$ cat src/rtl/i2c_arb_pkg.sv
package i2c_arb_pkg;
  // Which strobe the current bit is waiting for
  typedef enum logic {
    PH_WAIT_LOW  = 1'b0,
    PH_WAIT_HIGH = 1'b1
  } bit_phase_e;
endpackage

$ cat src/rtl/i2c_arb_seq.sv
module i2c_arb_seq
  import i2c_arb_pkg::*;
#(
  parameter int DATA_W = 8
) (
  input  logic clk,
  input  logic rst_n,
  input  logic load,
  input  logic low_stb,
  input  logic high_stb,
  output logic busy,
  output logic drive_ev,
  output logic samp_ev,
  output logic ack_slot,
  output logic byte_done
);
  localparam int CNT_W = $clog2(DATA_W + 1);

  logic [CNT_W-1:0] idx;
  bit_phase_e       phase;

  assign ack_slot = (idx == CNT_W'(DATA_W));
  assign drive_ev = busy & low_stb  & (phase == PH_WAIT_LOW);
  assign samp_ev  = busy & high_stb & (phase == PH_WAIT_HIGH);

  always_ff @(posedge clk) begin
    if (!rst_n) begin
      busy      <= 1'b0;
      idx       <= '0;
      phase     <= PH_WAIT_LOW;
      byte_done <= 1'b0;
    end else begin
      byte_done <= 1'b0;
      if (load) begin
        busy  <= 1'b1;
        idx   <= '0;
        phase <= PH_WAIT_LOW;
      end else if (drive_ev) begin
        phase <= PH_WAIT_HIGH;
      end else if (samp_ev) begin
        phase <= PH_WAIT_LOW;
        if (ack_slot) begin
          busy      <= 1'b0;
          byte_done <= 1'b1;
        end else begin
          idx <= idx + CNT_W'(1);
        end
      end
    end
  end


  done_idle_chk: assert property (@(posedge clk) disable iff (!rst_n)
    byte_done |-> !busy);

  done_pulse_chk: assert property (@(posedge clk) disable iff (!rst_n)
    byte_done |=> !byte_done);

  idle_hold_chk: assert property (@(posedge clk) disable iff (!rst_n)
    (!busy && !load) |=> ($stable(idx) && !busy));
endmodule

$ cat src/rtl/i2c_arb_shreg.sv
module i2c_arb_shreg #(
  parameter int DATA_W = 8
) (
  input  logic              clk,
  input  logic              rst_n,
  input  logic              load,
  input  logic [DATA_W-1:0] data_in,
  input  logic              shift,
  output logic              tx_bit
);
  logic [DATA_W-1:0] sreg;

  assign tx_bit = sreg[DATA_W-1];

  always_ff @(posedge clk) begin
    if (!rst_n)     sreg <= '0;
    else if (load)  sreg <= data_in;
    else if (shift) sreg <= {sreg[DATA_W-2:0], 1'b0};
  end
endmodule

$ cat src/rtl/i2c_arb_judge.sv
module i2c_arb_judge (
  input  logic clk,
  input  logic rst_n,
  input  logic load,
  input  logic addr_in,
  input  logic drive_ev,
  input  logic samp_ev,
  input  logic ack_slot,
  input  logic tx_bit,
  input  logic sda_in,
  output logic sda_drive_low,
  output logic arb_lost,
  output logic slave_req,
  output logic ack_rx
);
  logic is_addr;
  logic lose_now;

  // released line for a 1 but the bus reads 0
  assign lose_now = samp_ev & ~ack_slot & ~arb_lost & tx_bit & ~sda_in;

  always_ff @(posedge clk) begin
    if (!rst_n) begin
      sda_drive_low <= 1'b0;
      arb_lost      <= 1'b0;
      slave_req     <= 1'b0;
      ack_rx        <= 1'b0;
      is_addr       <= 1'b0;
    end else begin
      if (load) begin
        arb_lost  <= 1'b0;
        slave_req <= 1'b0;
        is_addr   <= addr_in;
      end else if (lose_now) begin
        arb_lost      <= 1'b1;
        slave_req     <= is_addr;
        sda_drive_low <= 1'b0;
      end
      if (drive_ev)
        sda_drive_low <= ~ack_slot & ~tx_bit & ~arb_lost;
      if (samp_ev && ack_slot)
        ack_rx <= ~sda_in;
    end
  end


  drive_stable_chk: assert property (@(posedge clk) disable iff (!rst_n)
    !$stable(sda_drive_low) |-> $past(drive_ev));

  lost_release_chk: assert property (@(posedge clk) disable iff (!rst_n)
    arb_lost |-> !sda_drive_low);

  lost_sticky_chk: assert property (@(posedge clk) disable iff (!rst_n)
    $fell(arb_lost) |-> $past(load));

  slave_needs_loss_chk: assert property (@(posedge clk) disable iff (!rst_n)
    slave_req |-> arb_lost);
endmodule

$ cat src/rtl/i2c_arb_tx.sv
module i2c_arb_tx #(
  parameter int DATA_W = 8
) (
  input  logic              clk,
  input  logic              rst_n,
  input  logic              tx_valid,
  output logic              tx_ready,
  input  logic [DATA_W-1:0] tx_data,
  input  logic              tx_addr,
  input  logic              scl_low_stb,
  input  logic              scl_high_stb,
  input  logic              sda_in,
  output logic              sda_drive_low,
  output logic              arb_lost,
  output logic              slave_req,
  output logic              byte_done,
  output logic              ack_rx
);
  logic busy, load, drive_ev, samp_ev, ack_slot, tx_bit;

  assign tx_ready = ~busy;
  assign load     = tx_valid & ~busy;

  i2c_arb_seq #(.DATA_W(DATA_W)) u_seq (
    .clk(clk), .rst_n(rst_n), .load(load),
    .low_stb(scl_low_stb), .high_stb(scl_high_stb),
    .busy(busy), .drive_ev(drive_ev), .samp_ev(samp_ev),
    .ack_slot(ack_slot), .byte_done(byte_done)
  );

  i2c_arb_shreg #(.DATA_W(DATA_W)) u_shreg (
    .clk(clk), .rst_n(rst_n), .load(load), .data_in(tx_data),
    .shift(samp_ev & ~ack_slot), .tx_bit(tx_bit)
  );

  i2c_arb_judge u_judge (
    .clk(clk), .rst_n(rst_n), .load(load), .addr_in(tx_addr),
    .drive_ev(drive_ev), .samp_ev(samp_ev), .ack_slot(ack_slot),
    .tx_bit(tx_bit), .sda_in(sda_in),
    .sda_drive_low(sda_drive_low), .arb_lost(arb_lost),
    .slave_req(slave_req), .ack_rx(ack_rx)
  );


  ready_after_accept_chk: assert property (@(posedge clk) disable iff (!rst_n)
    load |=> !tx_ready);

  loss_cause_chk: assert property (@(posedge clk) disable iff (!rst_n)
    $rose(arb_lost) |-> ($past(!sda_in) && $past(scl_high_stb) && !$past(sda_drive_low)));
endmodule

$ cat config.mk
export PLATFORM = sky130hd
export DESIGN_NAME = i2c_arb_tx
export DESIGN_NICKNAME = d
export VERILOG_FILES = /design/src/rtl/i2c_arb_pkg.sv /design/src/rtl/i2c_arb_seq.sv /design/src/rtl/i2c_arb_shreg.sv /design/src/rtl/i2c_arb_judge.sv /design/src/rtl/i2c_arb_tx.sv
export SDC_FILE = /design/constraint.sdc
export NUM_CORES = 1
export LEC_CHECK = 0
export BUFFER_PORTS_ARGS = -buffer_cell sky130_fd_sc_hd__buf_2
export CAP_MARGIN = 25
export CORE_AREA = 2 2 46 48
export CTS_CLUSTER_DIAMETER = 80
export CTS_CLUSTER_SIZE = 40
export DETAILED_ROUTE_END_ITERATION = 12
export DIE_AREA = 0 0 48 50
export PLACE_DENSITY_LB_ADDON = 0.1
export SLEW_MARGIN = 20
export SYNTH_ARGS = -nofsm -noshare
export SYNTH_HDL_FRONTEND = slang
export SYNTH_SLANG_ARGS = --single-unit
$ cat constraint.sdc
create_clock -name clk -period 1.7 [get_ports clk]
set_input_delay 0.34 -clock clk [delete_from_list [all_inputs] [get_ports clk]]
set_output_delay 0.34 -clock clk [all_outputs]
set_load 0.02 [all_outputs]
==> flow_results.xml, run 1 <==
<?xml version="1.0" encoding="UTF-8"?>
<metrics>
  <group name="yosys">
    <metric name="synth.yosys.seq_area_share" unit="%">43.42</metric>
    <metric name="synth_edf_count" unit="">0</metric>
    <metric name="syn_inst" unit="">106</metric>
    <metric name="postSynthRegisterBits" unit="">20</metric>
    <metric name="synth_top_flop_cell" unit="">sky130_fd_sc_hd__dfxtp_1</metric>
    <metric name="synth.area.top_cells" unit="">sky130_fd_sc_hd__dfxtp_1 43%, sky130_fd_sc_hd__a211oi_1 5.7%, sky130_fd_sc_hd__o21ai_0 5.4%</metric>
    <metric name="synth_async_sr_flop_share" unit="%">0</metric>
    <metric name="synth.cell_area" unit="um^2">922.1</metric>
    <metric name="post_synth_num_cell_types" unit="">29</metric>
    <metric name="synth_top_area_cell" unit="">sky130_fd_sc_hd__dfxtp_1</metric>
    <metric name="synth_top_cell_area_share" unit="%">43.42</metric>
    <metric name="synth_area_per_cell" unit="um^2">8.699</metric>
    <metric name="yosys_warnings" unit="">0</metric>
    <metric name="synth_fp_nets" unit="">123</metric>
  </group>
  <group name="cts">
    <metric name="cts.sinks" unit="">20</metric>
    <metric name="clock_tree_from_tritoncts" unit="">built</metric>
    <metric name="clock_tree.buffer_depth" unit="">2</metric>
    <metric name="ctsRootBufferMaster" unit="">sky130_fd_sc_hd__clkbuf_4</metric>
    <metric name="clock_latency" unit="ns">0.31</metric>
    <metric name="cts_htree_levels" unit="">1</metric>
    <metric name="post_cts.repair.setup_buffers" unit="">0</metric>
    <metric name="cts_inserted_buffers" unit="">3</metric>
    <metric name="cts.reportedPaths.clkPinSlew" unit="ns">0.12</metric>
    <metric name="cts_resized" unit="">0</metric>
    <metric name="number_of_hold_buffers_added_after_cts" unit="">0</metric>
  </group>
  <group name="timing">
    <metric name="timing.slew.headroom" unit="%">69.14</metric>
    <metric name="finalClockSkew" unit="ns">0.01013</metric>
    <metric name="post-route-period-util" unit="%">83.55</metric>
    <metric name="tightest_slew" unit="ns">0.4629</metric>
    <metric name="final-hold-violation-count" unit="">0</metric>
    <metric name="finalHoldWorstSlack" unit="ns">0.2637</metric>
    <metric name="final.min_clock_period" unit="ns">1.420</metric>
    <metric name="setup_repair_after_global_routing_missed_its_margin" unit="">false</metric>
    <metric name="max_freq" unit="MHz">704.1</metric>
    <metric name="final-setup-viol-count" unit="">0</metric>
    <metric name="slew_viol_final" unit="">0</metric>
    <metric name="setup_total_negative_slack" unit="ns">0</metric>
    <metric name="worst_slack" unit="ns">0.2797</metric>
  </group>
  <group name="power">
    <metric name="p_leak" unit="nW">0.4516</metric>
    <metric name="vdd_ir_drop_max" unit="uV">1038</metric>
    <metric name="share_clk_of_total_power" unit="%">39.8</metric>
    <metric name="internal-power" unit="uW">767.7</metric>
    <metric name="netSwitchingFraction" unit="%">21.90</metric>
    <metric name="net_switching_power" unit="uW">215.2</metric>
    <metric name="seq_power_share" unit="%">51.3</metric>
    <metric name="p_comb_share" unit="%">8.9</metric>
    <metric name="cellPowerDensity" unit="mW/mm^2">912.4</metric>
    <metric name="post-layout-total-power" unit="uW">982.9</metric>
  </group>
  <group name="setup_path">
    <metric name="timing.reg2reg.setup_slack" unit="ns">0.28</metric>
    <metric name="criticalPathCategory" unit="">reg2reg</metric>
    <metric name="start_kind" unit="">register</metric>
    <metric name="crit_slowest_cell" unit="">sky130_fd_sc_hd__and3b_1</metric>
    <metric name="worstPathRequired" unit="ns">1.90</metric>
    <metric name="crit_chain" unit="">inv_1 &gt; ha_1 &gt; and3b_1 &gt; nand2_1 &gt; o211a_1</metric>
    <metric name="worstPathArrival" unit="ns">1.62</metric>
    <metric name="cpPeakStageDelay" unit="ns">0.45</metric>
    <metric name="critPathBufInv" unit="">1</metric>
    <metric name="critical_path.max_fanout" unit="">13</metric>
    <metric name="timing.critical_path.to_type" unit="">register</metric>
    <metric name="worst_flop_to_flop_path_endpoint" unit="">u_seq.busy$_SDFFE_PN0P_</metric>
    <metric name="ff2ff_path_depth" unit="">5</metric>
    <metric name="worst_r2r_startpoint" unit="">u_seq.idx[0]$_SDFFE_PP0P_</metric>
    <metric name="cpLargestDelayFamily" unit="">simple AND/OR/NAND/NOR gates</metric>
  </group>
  <group name="placed_design">
    <metric name="hpwl" unit="um">1363</metric>
    <metric name="gp_congestion" unit="">0.7572</metric>
    <metric name="worst_setup_timing_slack_at_the_placement_stage" unit="ns">0.2997</metric>
    <metric name="placedCellCount" unit="">148</metric>
    <metric name="area_post_placement" unit="mm^2">0.001025</metric>
    <metric name="portBuffers" unit="">20</metric>
  </group>
  <group name="die">
    <metric name="design.die.area" unit="mm^2">0.002400</metric>
    <metric name="std_cell_rows" unit="">16</metric>
    <metric name="fp.dieH" unit="um">50</metric>
    <metric name="floorplan.initialDensity" unit="%">48.49</metric>
    <metric name="core_region_area" unit="mm^2">0.001902</metric>
    <metric name="floorplan.die.width" unit="um">48</metric>
    <metric name="pin_count" unit="">21</metric>
  </group>
  <group name="cells_and_area">
    <metric name="layout.core_utilization" unit="%">56.64</metric>
    <metric name="antenna-diode-count" unit="">0</metric>
    <metric name="stdcell_area" unit="mm^2">0.001077</metric>
    <metric name="filler_cell_count" unit="">187</metric>
    <metric name="area_growth" unit="%">16.82</metric>
    <metric name="most-common-layout-cells" unit="">20 x sky130_fd_sc_hd__buf_2, 20 x sky130_fd_sc_hd__dfxtp_1, 11 x sky130_fd_sc_hd__nor2_1, 10 x sky130_fd_sc_hd__o21ai_0, 9 x sky130_fd_sc_hd__nor3_1</metric>
    <metric name="nets" unit="">143</metric>
    <metric name="multi_input_comb_area" unit="um^2">464.2</metric>
    <metric name="stdcell_count" unit="">152</metric>
    <metric name="drive_above_1_share" unit="%">24.80</metric>
    <metric name="regArea" unit="um^2">400.4</metric>
  </group>
  <group name="hold_path">
    <metric name="holdPathEnd" unit="">u_judge.is_addr$_SDFFE_PN0N_</metric>
    <metric name="hold-path-cell-count" unit="">3</metric>
    <metric name="holdCritStartpoint" unit="">tx_addr</metric>
    <metric name="hp-class" unit="">in2reg</metric>
  </group>
  <group name="detailed_routing">
    <metric name="postRouteAntennaNets" unit="">0</metric>
    <metric name="routed_wire_length_per_instance" unit="um">12.76</metric>
    <metric name="vias_cell" unit="">5.467</metric>
    <metric name="drt_iter0_drc" unit="">6</metric>
    <metric name="drc_errors" unit="">0</metric>
    <metric name="wirelength" unit="um">1939</metric>
    <metric name="route.vias.total" unit="">831</metric>
    <metric name="drt_pre_antenna_iters" unit="">4</metric>
  </group>
  <group name="global_routing">
    <metric name="grt_overall_usage" unit="%">17.84</metric>
    <metric name="antenna_violations_before_repair" unit="">0</metric>
    <metric name="pin_count_of_the_biggest_net_entering_global_routing" unit="">17</metric>
    <metric name="grt_pass1_vias" unit="">700</metric>
    <metric name="grt_pass1_wl" unit="um">3077</metric>
    <metric name="global_route.overflow_total" unit="">0</metric>
  </group>
  <group name="status">
    <metric name="outcome" unit="">complete, no violations</metric>
  </group>
  <group name="job">
    <metric name="maxCapViolCount" unit="">0</metric>
  </group>
</metrics>
[worst register-to-register path, stage by stage, from the launching register on]
cell                      delay (ns)
sky130_fd_sc_hd__dfxtp_1        0.35
sky130_fd_sc_hd__inv_1          0.08
sky130_fd_sc_hd__ha_1           0.16
sky130_fd_sc_hd__and3b_1        0.45
sky130_fd_sc_hd__nand2_1        0.13
sky130_fd_sc_hd__o211a_1        0.16
[routing by layer]
metal  vias to the layer above  track usage, %  share of wire (%)
met5                         -               0                  0
met4                         0           4.054               0.67
met3                         2           5.495                4.3
met2                        16           28.00                 49
met1                       393           23.52                 46
li1                        420               -                  -
[final cells by class]
type / instances / area share [%]
Multi-Input combinational cell: 76 / 43.09
Sequential cell: 20 / 37.17
Timing Repair Buffer: 22 / 10.69
Tap cell: 27 / 3.136
Clock inverter: 1 / 2.787
Clock buffer: 3 / 2.091
Inverter: 3 / 1.045
[state kept, by name, indices dropped and copies added (netlist names)]
name / flops
u_shreg.sreg: 8
u_seq.idx: 4
u_judge.ack_rx: 1
u_judge.arb_lost: 1
u_judge.is_addr: 1
u_judge.sda_drive_low: 1
u_judge.slave_req: 1
u_seq.busy: 1
u_seq.byte_done: 1
u_seq.phase: 1
[worst max path at each step]
stage	slack [ns]	cells after the start	endpoint	startpoint
after floorplan	0.42	6	u_shreg.sreg[1]$_SDFFE_PN0P_	u_seq.idx[0]$_SDFFE_PP0P_
after global placement	0.33	5	u_shreg.sreg[4]$_SDFFE_PN0P_	u_seq.idx[0]$_SDFFE_PP0P_
after detailed placement	0.30	5	u_shreg.sreg[1]$_SDFFE_PN0P_	u_seq.idx[0]$_SDFFE_PP0P_
after CTS	0.28	5	u_seq.idx[1]$_SDFFE_PP0P_	u_seq.idx[0]$_SDFFE_PP0P_
after global routing	0.10	5	u_seq.idx[1]$_SDFFE_PP0P_	u_seq.idx[0]$_SDFFE_PP0P_
final	0.28	5	u_seq.busy$_SDFFE_PN0P_	u_seq.idx[0]$_SDFFE_PP0P_
[cell families (layout without fill, tap and decap cells)]
logic type / count (synthesis) / in the layout / share of synthesized area [%]
muxes: 1 / 1 / 1.086
and+or+nand+nor: 44 / 44 / 24.83
xor gates and xnor gates: 1 / 1 / 0.9500
AOI/OAI and AO/OA: 28 / 28 / 20.76
DFF: 20 / 20 / 43.42
buffers and inverters: 10 / 29 / 6.241
adders and majority gates: 2 / 2 / 2.713
[Yosys cell counts (all sizes together) (2+ instances only)]
library cell,n
a21oi,4
a21boi,2
dfxtp,20
a211oi,7
buf,6
o211a,2
nand2,7
o21ai,10
inv,3
ha,2
nand3,8
nor2,11
and3b,2
nor3,9
[power groups by stage]
| stage | Combinational, mW | Sequential (mW) | Clock [mW] |
|---|---|---|---|
| floorplan | 0.0596 | 0.511 | 0 |
| global placement | 0.0855 | 0.514 | 0 |
| detailed placement | 0.0876 | 0.514 | 0 |
| CTS | 0.0882 | 0.504 | 0.403 |
| global route | 0.0966 | 0.508 | 0.421 |
| finish | 0.0870 | 0.504 | 0.392 |
Note: power is estimated with default switching activity, not from simulation.
==> run 2, diff against run 1 <==
- ABC_AREA: default -> 1
- CORE_AREA: 2 2 46 48 -> 2 2 49 51
- DIE_AREA: 0 0 48 50 -> 0 0 51 53
- clock period: 1.7 -> 1.2 ns (I/O delays scaled with it)
==> flow_results.xml, run 2 <==
<?xml version="1.0" encoding="UTF-8"?>
<metrics>
  <group name="timing">
    <metric name="post-route-period-util" unit="%">99.22</metric>
    <metric name="setup_repair_after_global_routing_missed_its_margin" unit="">true</metric>
    <metric name="tightest_slew" unit="ns">0.1667</metric>
    <metric name="final.min_clock_period" unit="ns">1.191</metric>
    <metric name="final-hold-violation-count" unit="">0</metric>
    <metric name="finalClockSkew" unit="ns">0.004982</metric>
    <metric name="timing.slew.headroom" unit="%">88.87</metric>
    <metric name="slew_viol_final" unit="">0</metric>
    <metric name="final-setup-viol-count" unit="">0</metric>
    <metric name="max_freq" unit="MHz">839.9</metric>
    <metric name="finalHoldWorstSlack" unit="ns">0.1746</metric>
  </group>
  <group name="cells_and_area">
    <metric name="most-common-layout-cells" unit="">48 x sky130_fd_sc_hd__nand2_1, 19 x sky130_fd_sc_hd__buf_2, 17 x sky130_fd_sc_hd__buf_4, 16 x sky130_fd_sc_hd__dfxtp_1, 14 x sky130_fd_sc_hd__a21oi_1</metric>
    <metric name="largest_reg_flops" unit="">8</metric>
    <metric name="antenna-diode-count" unit="">0</metric>
    <metric name="stdcell_area" unit="mm^2">0.001388</metric>
    <metric name="largest_registers" unit="">u_shreg.sreg x8, u_seq.idx x4</metric>
    <metric name="filler_cell_count" unit="">204</metric>
    <metric name="layout.cells.most_common" unit="">sky130_fd_sc_hd__nand2_1</metric>
    <metric name="area_growth" unit="%">40.56</metric>
    <metric name="stdcell_count" unit="">207</metric>
    <metric name="registers.top_by_ff_count" unit="">u_shreg.sreg</metric>
    <metric name="drive_above_1_share" unit="%">39.66</metric>
    <metric name="nets" unit="">197</metric>
  </group>
  <group name="setup_path">
    <metric name="criticalPathCategory" unit="">reg2reg</metric>
    <metric name="worst_flop_to_flop_path_endpoint" unit="">u_judge.sda_drive_low$_SDFFE_PN0P_</metric>
    <metric name="worstPathArrival" unit="ns">1.45</metric>
    <metric name="ff2ff_path_depth" unit="">7</metric>
    <metric name="start_kind" unit="">register</metric>
    <metric name="worst_r2r_startpoint" unit="">u_seq.idx[1]$_SDFFE_PP0P_</metric>
    <metric name="worstPathRequired" unit="ns">1.46</metric>
    <metric name="critPathLaunch" unit="">u_seq.idx[1]$_SDFFE_PP0P_</metric>
    <metric name="critical_path.max_fanout" unit="">3</metric>
    <metric name="timing.critical_path.to_type" unit="">register</metric>
    <metric name="timing.reg2reg.setup_slack" unit="ns">0.009</metric>
  </group>
  <group name="yosys">
    <metric name="synth.cell_area" unit="um^2">987.2</metric>
    <metric name="synth_top_area_cell" unit="">sky130_fd_sc_hd__dfxtp_1</metric>
    <metric name="syn_inst" unit="">139</metric>
    <metric name="yosys_warnings" unit="">0</metric>
    <metric name="synth_top_flop_cell" unit="">sky130_fd_sc_hd__dfxtp_1</metric>
    <metric name="synth_fp_nets" unit="">156</metric>
    <metric name="post_synth_num_cell_types" unit="">19</metric>
    <metric name="most_frequent_cells_after_synthesis" unit="">50 x sky130_fd_sc_hd__nand2_1, 20 x sky130_fd_sc_hd__dfxtp_1, 18 x sky130_fd_sc_hd__a21oi_1</metric>
    <metric name="synth_edf_count" unit="">0</metric>
    <metric name="synth.area.top_cells" unit="">sky130_fd_sc_hd__dfxtp_1 41%, sky130_fd_sc_hd__nand2_1 19%, sky130_fd_sc_hd__a21oi_1 9.1%</metric>
    <metric name="synth_async_sr_flop_share" unit="%">0</metric>
    <metric name="synth.yosys.seq_area_share" unit="%">40.56</metric>
    <metric name="synth_top_cell_area_share" unit="%">40.56</metric>
    <metric name="synth_area_per_cell" unit="um^2">7.102</metric>
    <metric name="postSynthRegisterBits" unit="">20</metric>
    <metric name="synth_most_common_cell" unit="">sky130_fd_sc_hd__nand2_1</metric>
  </group>
  <group name="die">
    <metric name="pin_count" unit="">21</metric>
    <metric name="design.die.area" unit="mm^2">0.002703</metric>
    <metric name="floorplan.die.width" unit="um">51</metric>
    <metric name="fp.dieH" unit="um">53</metric>
    <metric name="core_region_area" unit="mm^2">0.002148</metric>
    <metric name="std_cell_rows" unit="">17</metric>
    <metric name="floorplan.initialDensity" unit="%">45.95</metric>
  </group>
  <group name="status">
    <metric name="outcome" unit="">complete, no violations</metric>
  </group>
  <group name="hold_path">
    <metric name="holdCritStartpoint" unit="">tx_data[0]</metric>
    <metric name="holdPathEnd" unit="">u_shreg.sreg[0]$_SDFFE_PN0P_</metric>
    <metric name="hold-path-cell-count" unit="">3</metric>
    <metric name="hp-class" unit="">in2reg</metric>
  </group>
  <group name="detailed_routing">
    <metric name="wirelength" unit="um">2361</metric>
    <metric name="vias_cell" unit="">4.850</metric>
    <metric name="route.vias.total" unit="">1004</metric>
    <metric name="postRouteAntennaNets" unit="">0</metric>
    <metric name="drc_errors" unit="">0</metric>
    <metric name="drt_iter0_drc" unit="">16</metric>
    <metric name="drt_pre_antenna_iters" unit="">4</metric>
    <metric name="routed_wire_length_per_instance" unit="um">11.41</metric>
  </group>
  <group name="cts">
    <metric name="clock_tree.buffer_depth" unit="">2</metric>
    <metric name="cts_htree_levels" unit="">1</metric>
    <metric name="cts.sinks" unit="">20</metric>
    <metric name="clock_latency" unit="ns">0.31</metric>
    <metric name="clock_tree_from_tritoncts" unit="">built</metric>
    <metric name="ctsRootBufferMaster" unit="">sky130_fd_sc_hd__clkbuf_4</metric>
    <metric name="cts.reportedPaths.clkPinSlew" unit="ns">0.12</metric>
    <metric name="cts_inserted_buffers" unit="">3</metric>
  </group>
  <group name="placed_design">
    <metric name="placedCellCount" unit="">198</metric>
    <metric name="area_post_placement" unit="mm^2">0.001190</metric>
    <metric name="gp_congestion" unit="">0.8069</metric>
    <metric name="hpwl" unit="um">1615</metric>
    <metric name="portBuffers" unit="">20</metric>
  </group>
  <group name="global_routing">
    <metric name="grt_pass1_wl" unit="um">3767</metric>
    <metric name="antenna_violations_before_repair" unit="">0</metric>
    <metric name="grt_pass1_vias" unit="">966</metric>
    <metric name="grt_overall_usage" unit="%">18.92</metric>
    <metric name="global_route.overflow_total" unit="">0</metric>
    <metric name="pin_count_of_the_biggest_net_entering_global_routing" unit="">14</metric>
  </group>
  <group name="power">
    <metric name="vdd_ir_drop_max" unit="uV">638.1</metric>
    <metric name="cellPowerDensity" unit="mW/mm^2">1045</metric>
    <metric name="p_leak" unit="nW">0.6274</metric>
  </group>
  <group name="job">
    <metric name="maxCapViolCount" unit="">0</metric>
  </group>
</metrics>
## run 2: where the power goes
group | switching [mW] | internal (mW)
combinational | 0.113 | 0.0790
sequential | 0.0140 | 0.687
clock | 0.219 | 0.338
total | 0.346 | 1.10
## run 2: how the worst max path moves through the flow
stage | to | slack, ns
after global routing | u_judge.sda_drive_low$_SDFFE_PN0P_ | -0.04
after global placement | u_judge.slave_req$_SDFFE_PP0P_ | -0.01
final | u_judge.sda_drive_low$_SDFFE_PN0P_ | 0.009
after detailed placement | u_judge.slave_req$_SDFFE_PP0P_ | -0.08
after floorplan | u_shreg.sreg[1]$_SDFFE_PN0P_ | 0.01
after CTS | u_shreg.sreg[5]$_SDFFE_PN0P_ | 0.001
## run 2: worst max-delay path, stage by stage, from the launching register on
cell and delay (ns):
sky130_fd_sc_hd__dfxtp_2 0.35, sky130_fd_sc_hd__inv_4 0.07, sky130_fd_sc_hd__ha_4 0.15, sky130_fd_sc_hd__nand3_4 0.12, sky130_fd_sc_hd__buf_4 0.16, sky130_fd_sc_hd__nand3_1 0.10, sky130_fd_sc_hd__nand2_1 0.07, sky130_fd_sc_hd__a21oi_2 0.12
## run 2: layout make-up
cell class	count	area (um^2)	area share, %
tap	28	35.03	2.525
clock buffer	3	22.52	1.623
clock inverter	1	30.03	2.164
multi-input combinational	103	578.1	41.66
inverter	13	56.30	4.058
sequential	20	405.4	29.22
timing repair buffer	39	260.3	18.76
## run 2: metrics by stage
step                utilization (%)  worst slack, ns  TNS [ns]  power [mW]
floorplan                         -          0.01262         0      0.8339
global placement              55.39         -0.01441  -0.01441      0.8772
CTS                           59.64         0.001452         0       1.437
detailed placement            55.39         -0.08192   -0.4281      0.8807
finish                        64.59         0.009326         0       1.450
global route                  64.59         -0.04377   -0.2457       1.525
## run 2: timing repair
item                       CTS  global route
setup endpoints to repair   12            17
pin swaps                    1             9
hold buffers                 0             0
setup buffers                1             3
gates resized for setup      7            24
gates cloned                 1             0
## run 2: logic make-up after synthesis
kind of cell	synth area share [%]
fa+ha+maj	2.534
simple gates	37.26
compound gates	10.14
flops	40.56
buf+inv	9.506
## run 2: per-layer routing
layer	share of wire, %	track usage [%]	vias to the layer above
met2	51	33.33	25
met5	0	0	-
li1	-	-	522
met4	2.9	12.61	0
met3	4.3	3.955	7
met1	42	20.38	450
